## config.mk

```make
export PLATFORM = sky130hd
export DESIGN_NAME = updn_timer
export DESIGN_NICKNAME = d
export VERILOG_FILES = /design/src/rtl/updn_timer_pkg.sv /design/src/rtl/updn_timer_regs.sv /design/src/rtl/updn_timer_tick.sv /design/src/rtl/updn_timer_core.sv /design/src/rtl/updn_timer_cmp.sv /design/src/rtl/updn_timer.sv
export SDC_FILE = /design/constraint.sdc
export NUM_CORES = 1
export LEC_CHECK = 0
export CAP_MARGIN = 20
export CORE_MARGIN = 3
export CORE_UTILIZATION = 48
export CTS_CLUSTER_DIAMETER = 40
export CTS_CLUSTER_SIZE = 40
export DETAILED_ROUTE_END_ITERATION = 7
export HOLD_SLACK_MARGIN = 0.1
export PLACE_DENSITY = 0.73
export RECOVER_POWER = 50
export SETUP_SLACK_MARGIN = 0.5
export SYNTH_ARGS = -nofsm -noshare
export SYNTH_HDL_FRONTEND = slang
export SYNTH_SLANG_ARGS = --single-unit
```

## constraint.sdc

```tcl
create_clock -name clk -period 5.2 [get_ports clk]
set_input_delay 1.56 -clock clk [delete_from_list [all_inputs] [get_ports clk]]
set_output_delay 1.56 -clock clk [all_outputs]
set_load 0.02 [all_outputs]
```

## src/rtl/updn_timer_pkg.sv

```systemverilog
package updn_timer_pkg;

    localparam int REG_W = 16;

    localparam logic [1:0] ADDR_CTRL   = 2'd0;
    localparam logic [1:0] ADDR_RELOAD = 2'd1;
    localparam logic [1:0] ADDR_COUNT  = 2'd2;

    typedef enum logic [1:0] {
        MODE_EDGE  = 2'b00,
        MODE_CDOWN = 2'b01,
        MODE_CUP   = 2'b10,
        MODE_CBOTH = 2'b11
    } cnt_mode_e;

    typedef enum logic [1:0] {
        DIV_BY1 = 2'b00,
        DIV_BY2 = 2'b01,
        DIV_BY4 = 2'b10,
        DIV_RSV = 2'b11
    } smp_div_e;

    typedef struct packed {
        smp_div_e  div;
        logic      preload;
        cnt_mode_e mode;
        logic      down;
        logic      one_pulse;
        logic      run;
    } ctrl_t;

    function automatic ctrl_t ctrl_from_word(logic [REG_W-1:0] w);
        ctrl_t c;
        c.div       = smp_div_e'(w[9:8]);
        c.preload   = w[7];
        c.mode      = cnt_mode_e'(w[6:5]);
        c.down      = w[4];
        c.one_pulse = w[3];
        c.run       = w[0];
        return c;
    endfunction

    function automatic logic [REG_W-1:0] ctrl_to_word(ctrl_t c, logic dir_view);
        return {6'b0, c.div, c.preload, c.mode, dir_view, c.one_pulse, 2'b00, c.run};
    endfunction

    function automatic logic is_center(cnt_mode_e m);
        return m != MODE_EDGE;
    endfunction

endpackage

```

## src/rtl/updn_timer_regs.sv

```systemverilog
module updn_timer_regs
    import updn_timer_pkg::*;
#(
    parameter int WIDTH = 16
) (
    input  logic             clk,
    input  logic             rst,
    input  logic             wr_en,
    input  logic [1:0]       wr_addr,
    input  logic [REG_W-1:0] wr_data,
    input  logic             upd_now,
    output ctrl_t            ctrl,
    output logic [WIDTH-1:0] lim_act,
    output logic [WIDTH-1:0] lim_shadow
);

    ctrl_t ctrl_new;
    logic  ctrl_wr;
    logic  rl_wr;
    logic  mode_lock;

    assign ctrl_new  = ctrl_from_word(wr_data);
    assign ctrl_wr   = wr_en && (wr_addr == ADDR_CTRL);
    assign rl_wr     = wr_en && (wr_addr == ADDR_RELOAD);
    assign mode_lock = ctrl.run && !is_center(ctrl.mode) && is_center(ctrl_new.mode);

    always_ff @(posedge clk) begin
        if (rst) begin
            ctrl <= '0;
        end else begin
            if (ctrl_wr && !mode_lock) begin
                ctrl <= ctrl_new;
            end
            if (upd_now && ctrl.one_pulse) begin
                ctrl.run <= 1'b0;
            end
        end
    end

    always_ff @(posedge clk) begin
        if (rst) begin
            lim_shadow <= '1;
            lim_act    <= '1;
        end else begin
            if (rl_wr) begin
                lim_shadow <= wr_data[WIDTH-1:0];
            end
            if (rl_wr && !ctrl.preload) begin
                lim_act <= wr_data[WIDTH-1:0];
            end else if (upd_now && ctrl.preload) begin
                lim_act <= lim_shadow;
            end
        end
    end

    p_mode_lock_r7: assert property (@(posedge clk) disable iff (rst)
        (ctrl.run && ctrl.mode == MODE_EDGE) |=> (ctrl.mode == MODE_EDGE));

    p_one_pulse_stop_r9: assert property (@(posedge clk) disable iff (rst)
        (upd_now && ctrl.one_pulse) |=> !ctrl.run);

    p_shadow_hold_r11: assert property (@(posedge clk) disable iff (rst)
        (ctrl.preload && !upd_now && !rl_wr) |=> $stable(lim_act));

    p_direct_reload_r10: assert property (@(posedge clk) disable iff (rst)
        (rl_wr && !ctrl.preload) |=> (lim_act == $past(wr_data[WIDTH-1:0])));

endmodule

```

## src/rtl/updn_timer_tick.sv

```systemverilog
module updn_timer_tick
    import updn_timer_pkg::*;
#(
    parameter int MAX_DIV_LOG = 2
) (
    input  logic     clk,
    input  logic     rst,
    input  smp_div_e div,
    output logic     smp_en
);

    logic [MAX_DIV_LOG-1:0] psc;

    always_ff @(posedge clk) begin
        if (rst) begin
            psc <= '0;
        end else begin
            psc <= psc + 1'b1;
        end
    end

    always_comb begin
        unique case (div)
            DIV_BY1: smp_en = 1'b1;
            DIV_BY2: smp_en = (psc[0] == 1'b0);
            default: smp_en = (psc[1:0] == 2'b00);
        endcase
    end

    p_div4_gap_r2: assert property (@(posedge clk) disable iff (rst)
        (smp_en && div == DIV_BY4) |=> (!smp_en || div != DIV_BY4));

endmodule

```

## src/rtl/updn_timer_core.sv

```systemverilog
module updn_timer_core
    import updn_timer_pkg::*;
#(
    parameter int WIDTH = 16
) (
    input  logic             clk,
    input  logic             rst,
    input  logic             run,
    input  cnt_mode_e        mode,
    input  logic             down_sel,
    input  logic [WIDTH-1:0] lim,
    output logic [WIDTH-1:0] cnt,
    output logic [WIDTH-1:0] cnt_nxt,
    output logic             upd_now,
    output logic             step_dn,
    output logic             cdir,
    output logic             upd_evt
);

    logic             cdir_nxt;
    logic [WIDTH:0]   cnt_inc;

    assign cnt_inc = {1'b0, cnt} + 1'b1;

    always_comb begin
        cnt_nxt  = cnt;
        upd_now  = 1'b0;
        step_dn  = 1'b0;
        cdir_nxt = is_center(mode) ? cdir : 1'b0;
        if (run) begin
            if (!is_center(mode)) begin
                if (!down_sel) begin
                    if (cnt >= lim) begin
                        cnt_nxt = '0;
                        upd_now = 1'b1;
                    end else begin
                        cnt_nxt = cnt_inc[WIDTH-1:0];
                    end
                end else begin
                    step_dn = 1'b1;
                    if (cnt == '0) begin
                        cnt_nxt = lim;
                        upd_now = 1'b1;
                    end else begin
                        cnt_nxt = cnt - 1'b1;
                    end
                end
            end else if (!cdir) begin
                if (cnt_inc >= {1'b0, lim}) begin
                    cnt_nxt  = lim;
                    cdir_nxt = 1'b1;
                    upd_now  = 1'b1;
                end else begin
                    cnt_nxt = cnt_inc[WIDTH-1:0];
                end
            end else begin
                step_dn = 1'b1;
                if (cnt <= {{(WIDTH-1){1'b0}}, 1'b1}) begin
                    cnt_nxt  = '0;
                    cdir_nxt = 1'b0;
                    upd_now  = 1'b1;
                end else begin
                    cnt_nxt = cnt - 1'b1;
                end
            end
        end
    end

    always_ff @(posedge clk) begin
        if (rst) begin
            cnt     <= '0;
            cdir    <= 1'b0;
            upd_evt <= 1'b0;
        end else begin
            cnt     <= cnt_nxt;
            cdir    <= cdir_nxt;
            upd_evt <= upd_now;
        end
    end

    p_up_wrap_r3: assert property (@(posedge clk) disable iff (rst)
        (run && mode == MODE_EDGE && !down_sel && cnt >= lim) |=> (cnt == '0 && upd_evt));

    p_down_reload_r4: assert property (@(posedge clk) disable iff (rst)
        (run && mode == MODE_EDGE && down_sel && cnt == '0) |=> (cnt == $past(lim) && upd_evt));

    p_center_bottom_r5: assert property (@(posedge clk) disable iff (rst)
        (run && mode != MODE_EDGE && cdir && cnt <= 1) |=> (cnt == '0 && !cdir && upd_evt));

    p_idle_hold_r9: assert property (@(posedge clk) disable iff (rst)
        !run |=> ($stable(cnt) && !upd_evt));

endmodule

```

## src/rtl/updn_timer_cmp.sv

```systemverilog
module updn_timer_cmp
    import updn_timer_pkg::*;
#(
    parameter int WIDTH = 16,
    parameter int NCH   = 2
) (
    input  logic                 clk,
    input  logic                 rst,
    input  logic                 run,
    input  cnt_mode_e            mode,
    input  logic                 step_dn,
    input  logic [WIDTH-1:0]     cnt_nxt,
    input  logic [NCH*WIDTH-1:0] cmp_val,
    output logic [NCH-1:0]       flag
);

    logic dir_ok;

    always_comb begin
        unique case (mode)
            MODE_CDOWN: dir_ok = step_dn;
            MODE_CUP:   dir_ok = !step_dn;
            default:    dir_ok = 1'b1;
        endcase
    end

    for (genvar ch = 0; ch < NCH; ch++) begin : g_chan
        logic [WIDTH-1:0] ref_val;
        assign ref_val = cmp_val[ch*WIDTH +: WIDTH];

        always_ff @(posedge clk) begin
            if (rst) begin
                flag[ch] <= 1'b0;
            end else begin
                flag[ch] <= run && dir_ok && (cnt_nxt == ref_val);
            end
        end

        p_flag_down_only_r6: assert property (@(posedge clk) disable iff (rst)
            (mode == MODE_CDOWN && !step_dn) |=> !flag[ch]);

        p_flag_up_only_r6: assert property (@(posedge clk) disable iff (rst)
            (mode == MODE_CUP && step_dn) |=> !flag[ch]);
    end

endmodule

```

## src/rtl/updn_timer.sv

```systemverilog
module updn_timer
    import updn_timer_pkg::*;
#(
    parameter int WIDTH = 16,
    parameter int NCH   = 2
) (
    input  logic                 clk,
    input  logic                 rst,
    input  logic                 wr_en,
    input  logic [1:0]           wr_addr,
    input  logic [15:0]          wr_data,
    input  logic [1:0]           rd_addr,
    output logic [15:0]          rd_data,
    input  logic [NCH*WIDTH-1:0] cmp_val,
    output logic [WIDTH-1:0]     count,
    output logic                 upd_evt,
    output logic [NCH-1:0]       cmp_flag,
    output logic                 smp_en
);

    ctrl_t            ctrl;
    logic [WIDTH-1:0] lim_act;
    logic [WIDTH-1:0] lim_shadow;
    logic [WIDTH-1:0] cnt_nxt;
    logic             upd_now;
    logic             step_dn;
    logic             cdir;
    logic             dir_view;

    updn_timer_regs #(.WIDTH(WIDTH)) i_regs (
        .clk        (clk),
        .rst        (rst),
        .wr_en      (wr_en),
        .wr_addr    (wr_addr),
        .wr_data    (wr_data),
        .upd_now    (upd_now),
        .ctrl       (ctrl),
        .lim_act    (lim_act),
        .lim_shadow (lim_shadow)
    );

    updn_timer_tick #(.MAX_DIV_LOG(2)) i_tick (
        .clk    (clk),
        .rst    (rst),
        .div    (ctrl.div),
        .smp_en (smp_en)
    );

    updn_timer_core #(.WIDTH(WIDTH)) i_core (
        .clk      (clk),
        .rst      (rst),
        .run      (ctrl.run),
        .mode     (ctrl.mode),
        .down_sel (ctrl.down),
        .lim      (lim_act),
        .cnt      (count),
        .cnt_nxt  (cnt_nxt),
        .upd_now  (upd_now),
        .step_dn  (step_dn),
        .cdir     (cdir),
        .upd_evt  (upd_evt)
    );

    updn_timer_cmp #(.WIDTH(WIDTH), .NCH(NCH)) i_cmp (
        .clk     (clk),
        .rst     (rst),
        .run     (ctrl.run),
        .mode    (ctrl.mode),
        .step_dn (step_dn),
        .cnt_nxt (cnt_nxt),
        .cmp_val (cmp_val),
        .flag    (cmp_flag)
    );

    assign dir_view = is_center(ctrl.mode) ? cdir : ctrl.down;

    always_comb begin
        unique case (rd_addr)
            ADDR_CTRL:   rd_data = ctrl_to_word(ctrl, dir_view);
            ADDR_RELOAD: rd_data = 16'(lim_shadow);
            ADDR_COUNT:  rd_data = 16'(count);
            default:     rd_data = '0;
        endcase
    end

    p_unused_zero_r12: assert property (@(posedge clk) disable iff (rst)
        (rd_addr == ADDR_CTRL) |-> (rd_data[15:10] == 6'b0 && rd_data[2:1] == 2'b0));

endmodule

```

Yosys cells after proc, flatten, opt, wreduce, memory -nomap -nowiden. Index checks and enable logic that the tools add are counted.

Flip-flop bits (word level): 62. Input port bits: 55. Output and inout port bits: 36. Logic and storage cells: 85.

$add $sub $neg: 3. Order comparisons: 3. Eq/ne operators: 8. Multiplexer cells: 32. Bitwise operators: 1. Reductions and logical operators: 24.

Operators by type and width (number): two-way mux 16 bit (10); case mux 16 bit (3 select lines) (1); == test 16 bit (2); two-way mux 1 bit (19); adder 16 x 1 -> 17 bit, second input constant (1); greater-or-equal comparator 17 x 16 -> 1 bit (1); greater-or-equal comparator 16 bit (1); less-or-equal comparator 16 x 1 -> 1 bit, second input constant (1); zero test 16 bit (1); subtractor 16 x 1 -> 16 bit, second input constant (1); logical AND 1 bit (11); == test 2 x 1 -> 1 bit, second input constant (4); zero test 2 bit (4); nonzero test 2 bit (3); == test 2 bit, second input constant (2); zero test 1 bit (4); case mux 1 bit (2 select lines) (2); adder 2 x 1 -> 2 bit, second input constant (1); OR reduction 2 bit (1); NOT 1 bit (1).

Depth between registers and ports, before layout.
Depth after elaboration: 9. Depth in mapped cells: 19. Mapped depth without buffers: 16.

Hierarchy. From an unflattened synthesis, not the netlist that was laid out.

Cells, all modules: 697. Area total of the unflattened synthesis: 5584.1 um2.

Modules (own cells, without submodules): updn_timer_core (instances 1, cells each 408, area an instance 3071.7 um2, seq. area each 360.3 um2); updn_timer_regs (instances 1, cells each 187, area an instance 1635.3 um2, seq. area each 800.8 um2); updn_timer_cmp (instances 1, cells each 53, area an instance 470.5 um2, seq. area each 40.0 um2); updn_timer (instances 1, cells each 40, area an instance 321.6 um2, seq. area each 0.0 um2); updn_timer_tick (instances 1, cells each 9, area an instance 85.1 um2, seq. area each 40.0 um2).

Worst setup path before layout. No wires, ideal clock.

Kind: input to output. Start point: in rd_addr[1]. End point: out rd_data[10]. Data arrival time: 2.610 ns. Data required time: 3.640 ns. Setup slack: 1.030 ns. Cell stages on the path: 4. Path buffers: 2. Cells stage by stage: clkbuf_1 > nor2b_1 > clkbuf_1 > a22o_1.

Longest elaborated chain between the ends: 2. Elaborated cells on any way between the ends: 4. Those cells by class: eq/ne (2); mux (1); reduce/logical (1).

RTL lines: start: declaration (line updn_timer.sv:12) `input logic [1:0] rd_addr,`; == test 2 bit (tied with other cells) (line updn_timer.sv:78) `unique case (rd_addr)`; case mux 16 bit (3 select lines) * (line updn_timer.sv:78); end: declaration (line updn_timer.sv:13) `output logic [15:0] rd_data,`.

Every way passes the cells marked *; elsewhere a longest branch is shown, timed or not.

Worst setup path after layout.
Start point: reg i_core.cnt[1]. End point: reg i_cmp.flag[0].

Longest elaborated chain between the ends: 8. Elaborated cells on any way between the ends: 16. Those cells by class: add/sub (2); order compare (3); eq/ne (1); mux (8); reduce/logical (2).

RTL lines: start: declaration (line updn_timer_core.sv:12) `output logic [WIDTH-1:0] cnt,`; start signal: assignment (line updn_timer_core.sv:75) `cnt <= cnt_nxt;`; adder 16 x 1 -> 17 bit (line updn_timer_core.sv:23) `assign cnt_inc = {1'b0, cnt} + 1'b1;`; greater-or-equal comparator 17 x 16 -> 1 bit (line updn_timer_core.sv:49) `if (cnt_inc >= {1'b0, lim}) begin`; two-way mux 16 bit (line updn_timer_core.sv:49); two-way mux 16 bit (line updn_timer_core.sv:48) `end else if (!cdir) begin`; two-way mux 16 bit (line updn_timer_core.sv:31) `if (!is_center(mode)) begin`; two-way mux 16 bit * (line updn_timer_core.sv:30) `if (run) begin`; == test 16 bit * (line updn_timer_cmp.sv:35) `flag[ch] <= run && dir_ok && (cnt_nxt == ref_val);`; logical AND 1 bit * (line updn_timer_cmp.sv:35); end signal: indexed assignment (line updn_timer_cmp.sv:35); end: declaration (line updn_timer_cmp.sv:14) `output logic [NCH-1:0] flag`.

Marked as above. A chain may end at the register's enable or synchronous reset.

==> results.toml <==
[outcome]
status = "finished, violations left"
failed_checks = "max-capacitance violations, max-slew violations"

[worst_hold_path]
hold_class = "flop to flop"

[setup_path]
crit_required_ns = 5.49
r2r_slack_ns = 0.54
critPathLaunchType = "flop"
criticalPathCategory = "flop to flop"
end_kind = "flop"
critical_path_peak_fanout = 10
arrival_ns = 4.95

[layout]
drive_gt1_share_pct = 9.27
area_delta_synth_final_pct = 26.2
final_cells = 992
nets = 942
fin_area_um2 = 7080
fill_cells = 1008
n_antenna_cell = 0

[flow_run]
maxCapViolCount = 1

[global_routing]
grt_first_pass_wirelength_um = 35800
antenna_found_initial = 0
grt_usage_pct = 35.9
overflow = 0
grt_pass1_vias = 6372
grt_max_degree = 62

[timing]
worstMarginPinSlew_ns = 2.61
finalSetupTns_ns = 0
period_share_pct = 89.7
hold_viol = 0
relSlewSlack_pct = -74.0
setup_violations = 0
rsz0062_at_grt = "yes"
fin_hold_ws_ns = 0.442
fmax_mhz = 214
fin_skew_ns = 0.00765
layout_min_cycle_time_ns = 4.66
final_max_slew_viol_count = 62

[routing]
via_per_inst = 6.72
drtIter0Drc = 750
wl_met3_um = 2460
drcViolationCount = 0
final_antenna_net_count = 0
wirelength_um = 23600
route.met2.wl_um = 10600
via_count = 6662
firstDrtPassIters = 6
wl_per_cell_um = 23.8
highest_layer = "met4"
wl_met1_um = 9180

[clock_tree]
cts_tree = "done"
clock_path_buffers = 2
h-tree-depth = 3
clk_pin_slew_ns = 0.06
root_buffer = "clkbuf_16"
ctsHoldBuffers = 0
cts_num_sinks = 62
insertion_delay_ns = 0.34
cts_made_buffers = 9

[synthesis]
yosys_warnings = 0
synth_area_leaders = "dfxtp_1 22%, ha_1 8.9%, nand2_1 6.9%"
ys_seq_area_share_pct = 22.1
netlist_area_um2 = 5610
synth_top_area_cell = "dfxtp_1"
synthCells = 766
yosysMostFrequentCell = "nand2_1"
ys_types = 72
netlist.area_leader.share_pct = 22.1
synth_seq_cells = 62
avgSynthCellArea_um2 = 7.32
syn_nets = 861
synth_common_cells = "103 x nand2_1, 74 x nor2_1, 62 x dfxtp_1"
synth_edf_count = 0
synthFlopType = "dfxtp_1"
synthArstFlopShare_pct = 0

[floorplanning]
rows = 38
die_h_um = 114
die-width_um = 114
initial_core_util_pct = 50.4
die_area_um2 = 13000
pin_count = 91
core_um2 = 11100

[power_and_ir_drop]
peakVddDrop_mv = 0.208
p_leak_nw = 3.34
power_mw = 1.63
power_density_nw_per_um2 = 230

[place]
place_congestion = 1.03
port_buffers = 90
placed_cell_area_um2 = 6660
dp_hpwl_um = 17800
dpl.cell_count = 973
-- cell families after synthesis --
family / share of synthesized area, %
simple gates: 26.8
compound gates: 25.6
buf+inv: 6.63
flops: 22.1
fa+ha+maj: 8.93
xor+xnor: 5.00
mux: 4.82
-- critical path, stage by stage, from the launching register on --
cell      delay (ns)
dfxtp_1         0.33
buf_4           0.23
nand3_2         0.21
nor3_1          0.36
nand2_1         0.11
xor2_1          0.32
inv_1           0.08
ha_1            0.31
nand3_1         0.10
nor3_1          0.33
o211ai_1        0.24
and3_4          0.30
buf_4           0.18
mux2i_1         0.12
o221ai_1        0.33
o21ai_1         0.22
xnor2_1         0.19
nor4_1          0.36
and4bb_2        0.27
-- metrics by stage --
stage / setup WS [ns] / utilization [%]
3_3_place_gp: 0.343 / 59.9
5_1_grt: 0.380 / 63.6
3_5_place_dp: 0.261 / 59.9
4_1_cts: 0.504 / 62.5
2_1_floorplan: 1.03 / -
6_report: 0.538 / 63.6
-- cells in the final DEF (no fill, tap or decap), drive strengths merged, types with 7 or more instances in the layout --
cell           count
nand2            103
nor2              74
dfxtp             62
clkdlybuf4s50     52
o21ai             44
ha                40
inv               39
a21oi             33
buf               31
nor3              29
a31oi             21
mux2i             21
dlygate4sd3       20
nand3b            19
xor2              18
a211oi            17
nand3             17
xnor2             14
o211ai            12
clkbuf            11
nand4             10
a22o               9
dlygate4sd2        9
o31ai              8
o22ai              8
nor2b              8
dlymetal6s2s       8
a221oi             7
o221ai             7
nor4               7
-- path summary, 6_finish.rpt --
kind	cells after the start	from	endpoint
worst max register to register	18	i_core.cnt[1]$_SDFF_PP0_	i_cmp.flag[0]$_SDFF_PP0_
worst min register to register	1	i_tick.psc[0]$_SDFF_PP0_	i_tick.psc[0]$_SDFF_PP0_
worst max-delay path	18	i_core.cnt[1]$_SDFF_PP0_	i_cmp.flag[0]$_SDFF_PP0_
worst min-delay path	1	i_tick.psc[0]$_SDFF_PP0_	i_tick.psc[0]$_SDFF_PP0_
-- final cells by class --
type	instances	area [um^2]	area share [%]
multi-input cells	614	4080	57.6
repair buffers	121	1130	16.0
clock inverters	6	72.6	1.03
flip-flops and latches	62	1240	17.6
well taps	140	175	2.47
inverters	39	146	2.07
clock buffers	10	229	3.23
-- timing repair --
action                                  in CTS  in global routing
endpoints found under the setup margin      18                 26
hold endpoints to repair                     0                  0
buffers inserted                             0                  3
gates resized for setup                     11                 29
pin swaps                                    0                  3
-- layer usage --
layer | global-route usage [%] | up-vias
met5 | 0 | -
met2 | 56.7 | 446
met4 | 19.6 | 0
li1 | - | 2970
met1 | 44.9 | 3141
met3 | 8.93 | 105
-- sequential cells by signal (all words and copies together) (netlist names) --
signal,count
i_core.cnt,16
i_regs.lim_act,16
i_regs.lim_shadow,16
i_regs.ctrl,8
i_cmp.flag,2
i_tick.psc,2
i_core.cdir,1
i_core.upd_evt,1
-- power by group --
part / total [mW] / internal (mW) / switching, mW / leakage (nW)
Clock: 0.610 / 0.374 / 0.236 / 0.143
Sequential: 0.522 / 0.497 / 0.0250 / 0.508
Combinational: 0.494 / 0.197 / 0.296 / 2.68
Power figures use the tool's default switching activity.
